### src/rtl/tx_jabber_guard.sv
module tx_jabber_guard #(
  parameter int DW         = 8,
  parameter int WINDOW_CYC = 1_000_000,
  parameter int UNJAB_CYC  = 10_000_000
) (
  input  logic          clk,
  input  logic          rst_n,
  input  logic          tx_act_i,
  input  logic [DW-1:0] tx_data_i,
  input  logic          link_pulse_i,
  input  logic          link_en_i,
  output logic          drv_en_o,
  output logic [DW-1:0] drv_data_o,
  output logic          drv_link_o,
  output logic          inhibit_o,
  output logic          col_req_o
);
  localparam int LIM = (WINDOW_CYC > UNJAB_CYC) ? WINDOW_CYC : UNJAB_CYC;
  localparam int CW  = $clog2(LIM + 2);
  localparam logic [CW-1:0] WIN_END = CW'(WINDOW_CYC);
  localparam logic [CW-1:0] UNJ_END = CW'(UNJAB_CYC);
  localparam logic [CW-1:0] CNT_MAX = '1;

  typedef enum logic [1:0] {S_IDLE, S_ACTIVE, S_JABBER, S_UNJAB} state_t;

  state_t        st_q, st_d;
  logic [CW-1:0] cnt_q, cnt_d, cnt_inc;
  logic          blocked;

  assign cnt_inc = (cnt_q == CNT_MAX) ? cnt_q : cnt_q + 1'b1;

  always_comb begin
    st_d  = st_q;
    cnt_d = cnt_q;
    case (st_q)
      S_IDLE: if (tx_act_i) begin
        st_d  = S_ACTIVE;
        cnt_d = CW'(1);
      end
      S_ACTIVE: begin
        if (!tx_act_i) begin
          st_d  = S_IDLE;
          cnt_d = '0;
        end else if (cnt_q == WIN_END) begin
          st_d  = S_JABBER;
          cnt_d = '0;
        end else begin
          cnt_d = cnt_inc;
        end
      end
      S_JABBER: if (!tx_act_i) begin
        st_d  = S_UNJAB;
        cnt_d = CW'(1);
      end
      S_UNJAB: begin
        if (tx_act_i) begin
          st_d  = S_JABBER;
          cnt_d = '0;
        end else if (cnt_q == UNJ_END) begin
          st_d  = S_IDLE;
          cnt_d = '0;
        end else begin
          cnt_d = cnt_inc;
        end
      end
      default: begin
        st_d  = S_IDLE;
        cnt_d = '0;
      end
    endcase
  end

  always_ff @(posedge clk or negedge rst_n) begin
    if (!rst_n) begin
      st_q  <= S_IDLE;
      cnt_q <= '0;
    end else begin
      st_q  <= st_d;
      cnt_q <= cnt_d;
    end
  end

  assign blocked    = (st_q == S_JABBER) || (st_q == S_UNJAB);
  assign inhibit_o  = blocked;
  assign col_req_o  = blocked;
  assign drv_en_o   = tx_act_i & ~blocked;
  assign drv_data_o = blocked ? '0 : tx_data_i;
  assign drv_link_o = link_pulse_i & link_en_i;
endmodule

### config.mk
export PLATFORM = sky130hd
export DESIGN_NAME = tx_jabber_guard
export DESIGN_NICKNAME = d
export VERILOG_FILES = /design/src/rtl/tx_jabber_guard.sv
export SDC_FILE = /design/constraint.sdc
export NUM_CORES = 1
export LEC_CHECK = 0
export BUFFER_PORTS_ARGS = -buffer_cell sky130_fd_sc_hd__buf_2
export CORE_ASPECT_RATIO = 0.5
export CORE_MARGIN = 2
export CORE_UTILIZATION = 40
export DETAILED_ROUTE_END_ITERATION = 8
export GPL_ROUTABILITY_DRIVEN = 0
export PLACE_DENSITY = 0.69
export SKIP_CTS_REPAIR_TIMING = 1
export SLEW_MARGIN = 20
export SYNTH_ARGS = -nofsm -noshare
export SYNTH_HDL_FRONTEND = slang
export SYNTH_SLANG_ARGS = --single-unit
### constraint.sdc
create_clock -name clk -period 4.3 [get_ports clk]
set_input_delay 0.43 -clock clk [delete_from_list [all_inputs] [get_ports clk]]
set_output_delay 0.43 -clock clk [all_outputs]
set_load 0.02 [all_outputs]
[Word level (Yosys, flattened, before mapping)]
Index checks and enable logic that the tools add are counted.
Storage, ports and cells
  register bits after elaboration: 26
  bits in latches: 0
  RAM bits: 0
  ROM bits: 0
  input bits: 13
  word-level logic and storage cells: 36
  memories: 0
Cells by class
  $add $sub $neg: 1
  $mul: 0
  divide/modulo/power cells: 0
  $lt $le $gt $ge: 0
  equality and inequality tests: 10
  shift-type cells: 0
  multiplexer cells: 16
  bitwise operators: 3
  reduce and logical (&&, ||, !) cells: 4
Operators with widths (number)
  $mux 24: 7
  $pmux 24 s4: 1
  $eq 24x24->1 const B: 2
  $add 24x1->24 const B: 1
  $eq 24x20->1 const B: 1
  $mux 2: 6
  $mux 8: 1
  $pmux 2 s4: 1
  $ne 3x3->1 const B: 2
  $eq 2x2->1 const B: 2
  $ne 2x2->1 const B: 2
  $reduce_and 4->1: 1
  $and 1x1->1: 2
  $eq 2x1->1 const B: 1
  $logic_not 2->1: 1
  $reduce_and 2->1: 1
  $logic_or 1x1->1: 1
  $not 1->1: 1

[Longest topological paths before layout]
  word-level depth: 5
  depth in mapped cells: 10
  depth with buffers taken out: 8

[Least setup slack after synthesis]
OpenSTA, ideal clock, no wires.
  kind: reg-to-reg
  from: reg cnt_q[0]
  to: reg cnt_q[13]
  arrival: 2.040 ns
  setup slack: 2.134 ns
  stages on the path, launching flop included: 10
  period minus slack after synthesis: 2.166 ns
  cells stage by stage: dfrtp_1 -> inv_1 -> ha_1 -> nor4bb_1 -> nand3_1 -> o41ai_2 -> a21boi_2 -> buf_6 -> buf_6 -> a221o_1
On the way
  longest elaborated chain between the ends: 5
Ends and longest elaborated chain
  from (decl): line 27  | logic [CW-1:0] cnt_q, cnt_d, cnt_inc;
  from (signal assigned): line 79  | cnt_q <= cnt_d;
  $add 24x1->24 or $eq 24x24->1 (tied branches): line 30  | assign cnt_inc = (cnt_q == CNT_MAX) ? cnt_q : cnt_q + 1'b1;
  $mux 24: line 30
  $mux 24, on equally long branches: line 59, 44
  $mux 24, on equally long branches: line 56, 41
  $pmux 24 s4 (*): line 35  | case (st_q)
Every way passes the cells marked *; elsewhere a longest branch is shown, timed or not.
A chain may end at the register's enable or synchronous reset.

[Final worst setup path]
Same ends and word-level chain as after synthesis.

==> metrics.txt <==
status complete, no violations; HPWL after DPL 3060 um; Hold Crit Class in2async; Yosys reg bits 26; r2r worst-path depth 7; minimum clock period 2.52 ns; root buffer cell clkbuf_8; leakage ~0.8 nW; GRT Residual Overflow 0; total power 803 uW; Post-Syn Nets around 220; register area share after synthesis about 37%; CTS Buf Count 3; vias per std cell ~6.2; Slew headroom roughly two fifths; Netlist cell types 46; Initial Util between 40 and 50%; power per standard cell area approximately 410 nW/um^2; Avg Cell Area, Syn approximately 8.5 um^2; final hold vios 0; row cnt 16; Setup-failing EPs final 0; asr flop ratio synth between 90% and 100%; setup TNS 0 ns; vias in the first global route ~1600; largest net degree at the start of global routing 29; IO Port Bufs 24; final wirelength between 4000 and 5000 um; clk slew on worst S/H paths roughly 0.090 ns; yosys warns 0; Post-synth EDFFs 0; Core Area a little over 4000 um^2; Post-route DRC 0; r2r setup slk ~1.8 ns; Routed WL per cell approximately 15 um; crit path DAT around 2.7 ns; unrepaired setup endpoints after global routing no; CTS sink count 26; CP max FO 7; Setup crit start kind flop; Mapped Cells around 210; worst flop-to-flop path startpoint cnt_q[0]$_DFFE_PN0P_; TritonCTS clock tree built; Die Height around 51 um; initial drt markers 176; reg2reg end cnt_q[13]$_DFFE_PN0P_; H-Tree Depth 1; DRT Pass-1 Iters 6; design area around 1900 um^2; first-pass GRT wire length between 7000 and 8000 um; antenna viol nets, final 0; f_max a little under 400 MHz; VDD IR-drop max about 0.41 mV; clk buf depth 2; dpl cell area 1880 um^2; ys flop type dfrtp_1; Worst Setup End Kind flop; Worst-Margin Slew between 0.9 and 1 ns; initial antenna violation count 0; GRT Util Overall approximately 18%; fraction of layout cells with a size suffix above 1 17.0%; Clock Latency Late Sink 0.27 ns; I/O pin cnt 25; Final Cycle Share 58.6%; die width between 90 and 100 um; nets between 200 and 250; vias after detailed routing 1715; Worst Path Required ~4.5 ns; worst setup path category reg2reg; Ant. Diodes 0; Die ar. between 4000 and 5000 um^2; Clock Skew between 0.002 and 0.0025 ns; Mapped Area around 1800 um^2; fin. max-slew vios 0; Max Cap Viol 0; synth-to-layout area growth 10.1%
-- cells in the mapped netlist, types with 3 or more instances --
cell | number | area (um^2)
a41oi_1 | 3 | 26.3
nand4_1 | 8 | 50.1
nor4_1 | 3 | 18.8
nand3_1 | 18 | 90.1
nor2b_1 | 10 | 62.6
and4_1 | 4 | 35.0
nor2_1 | 11 | 41.3
o211ai_1 | 3 | 22.5
a31oi_1 | 12 | 75.1
buf_2 | 4 | 20.0
clkbuf_1 | 7 | 26.3
and2_1 | 4 | 25.0
o21ai_0 | 5 | 25.0
and3_1 | 4 | 25.0
buf_6 | 3 | 33.8
nor3_1 | 7 | 35.0
nand2_1 | 23 | 86.3
nand2b_1 | 4 | 25.0
dfrtp_1 | 26 | 651
a21oi_1 | 14 | 70.1
-- cell families (layout without fill, tap and decap cells) --
family                   after synthesis  count (layout)  share of synthesized area, %
AND/OR/NAND/NOR                      110             110                          35.5
AO/OA/AOI/OAI                         51              51                          20.1
flip-flops                            26              26                          37.0
buffers and inverters                 17              33                          5.41
adder cells (fa/ha/maj)                2               2                          1.42
multiplexers                           1               1                         0.640
-- worst max-delay path, cell delays in order (launching register included) --
cell and delay (ns):
dfrtp_1 0.41, ha_1 0.26, and4_1 0.24, nor4b_2 0.20
a21oi_1 0.50, nand3_1 0.26, o211a_1 0.27, a221o_1 0.26
-- metrics by stage --
stage	util [%]	cells	hold WS [ns]	worst slack, ns
after detailed placement	46.3	273	0.470	1.83
after global placement	46.3	273	0.454	1.91
after CTS	47.7	277	0.170	1.82
final	47.7	277	0.147	1.78
after floorplan	-	207	0.134	2.13
after global routing	47.7	277	0.207	1.57
-- sequential cells by signal (all words and copies together) (netlist names), named ones only --
signal,flops
cnt_q,24
st_q,1
-- metal layers --
metal  up-vias  wire length, um  track usage [%]
met5         -                0                0
met4         0               25             4.63
met3         8              459             3.28
met2       101             1780             30.6
met1       795             1970             25.6
li1        811                -                -
-- layout make-up --
type	instances	area, um^2
Clock buffer	4	55.1
Timing Repair Buffer	27	143
Multi-Input combinational cell	164	1010
Sequential cell	26	651
Inverter	2	7.51
Tap cell	54	67.6
Fill cell	391	2130
-- placed cells by master, fill, tap and decap left out, types with 3 or more instances in the layout --
cell,count
dfrtp_1,26
buf_2,24
nand2_1,23
nand3_1,18
a21oi_1,14
a31oi_1,12
nor2_1,11
nor2b_1,10
nand4_1,8
nor3_1,7
o21ai_0,5
and2_1,4
and4_1,4
and3_1,4
nand2b_1,4
clkbuf_8,4
nor4_1,3
o211ai_1,3
a41oi_1,3
buf_4,3
-- power breakdown --
part	internal [mW]	switching, mW
registers	0.266	0.0370
logic	0.118	0.222
clock network	0.0819	0.0774
total	0.466	0.337
-- worst max-delay path by stage --
stage / startpoint / end / slack (ns) / depth (start not counted)
6_report: cnt_q[0]$_DFFE_PN0P_ / cnt_q[13]$_DFFE_PN0P_ / 1.78 / 7
5_1_grt: cnt_q[0]$_DFFE_PN0P_ / cnt_q[19]$_DFFE_PN0P_ / 1.57 / 7
4_1_cts: cnt_q[0]$_DFFE_PN0P_ / cnt_q[13]$_DFFE_PN0P_ / 1.82 / 7
3_5_place_dp: cnt_q[0]$_DFFE_PN0P_ / cnt_q[13]$_DFFE_PN0P_ / 1.83 / 7
3_3_place_gp: cnt_q[0]$_DFFE_PN0P_ / cnt_q[19]$_DFFE_PN0P_ / 1.91 / 9
2_1_floorplan: cnt_q[0]$_DFFE_PN0P_ / cnt_q[13]$_DFFE_PN0P_ / 2.13 / 9
Power figures use the tool's default switching activity.
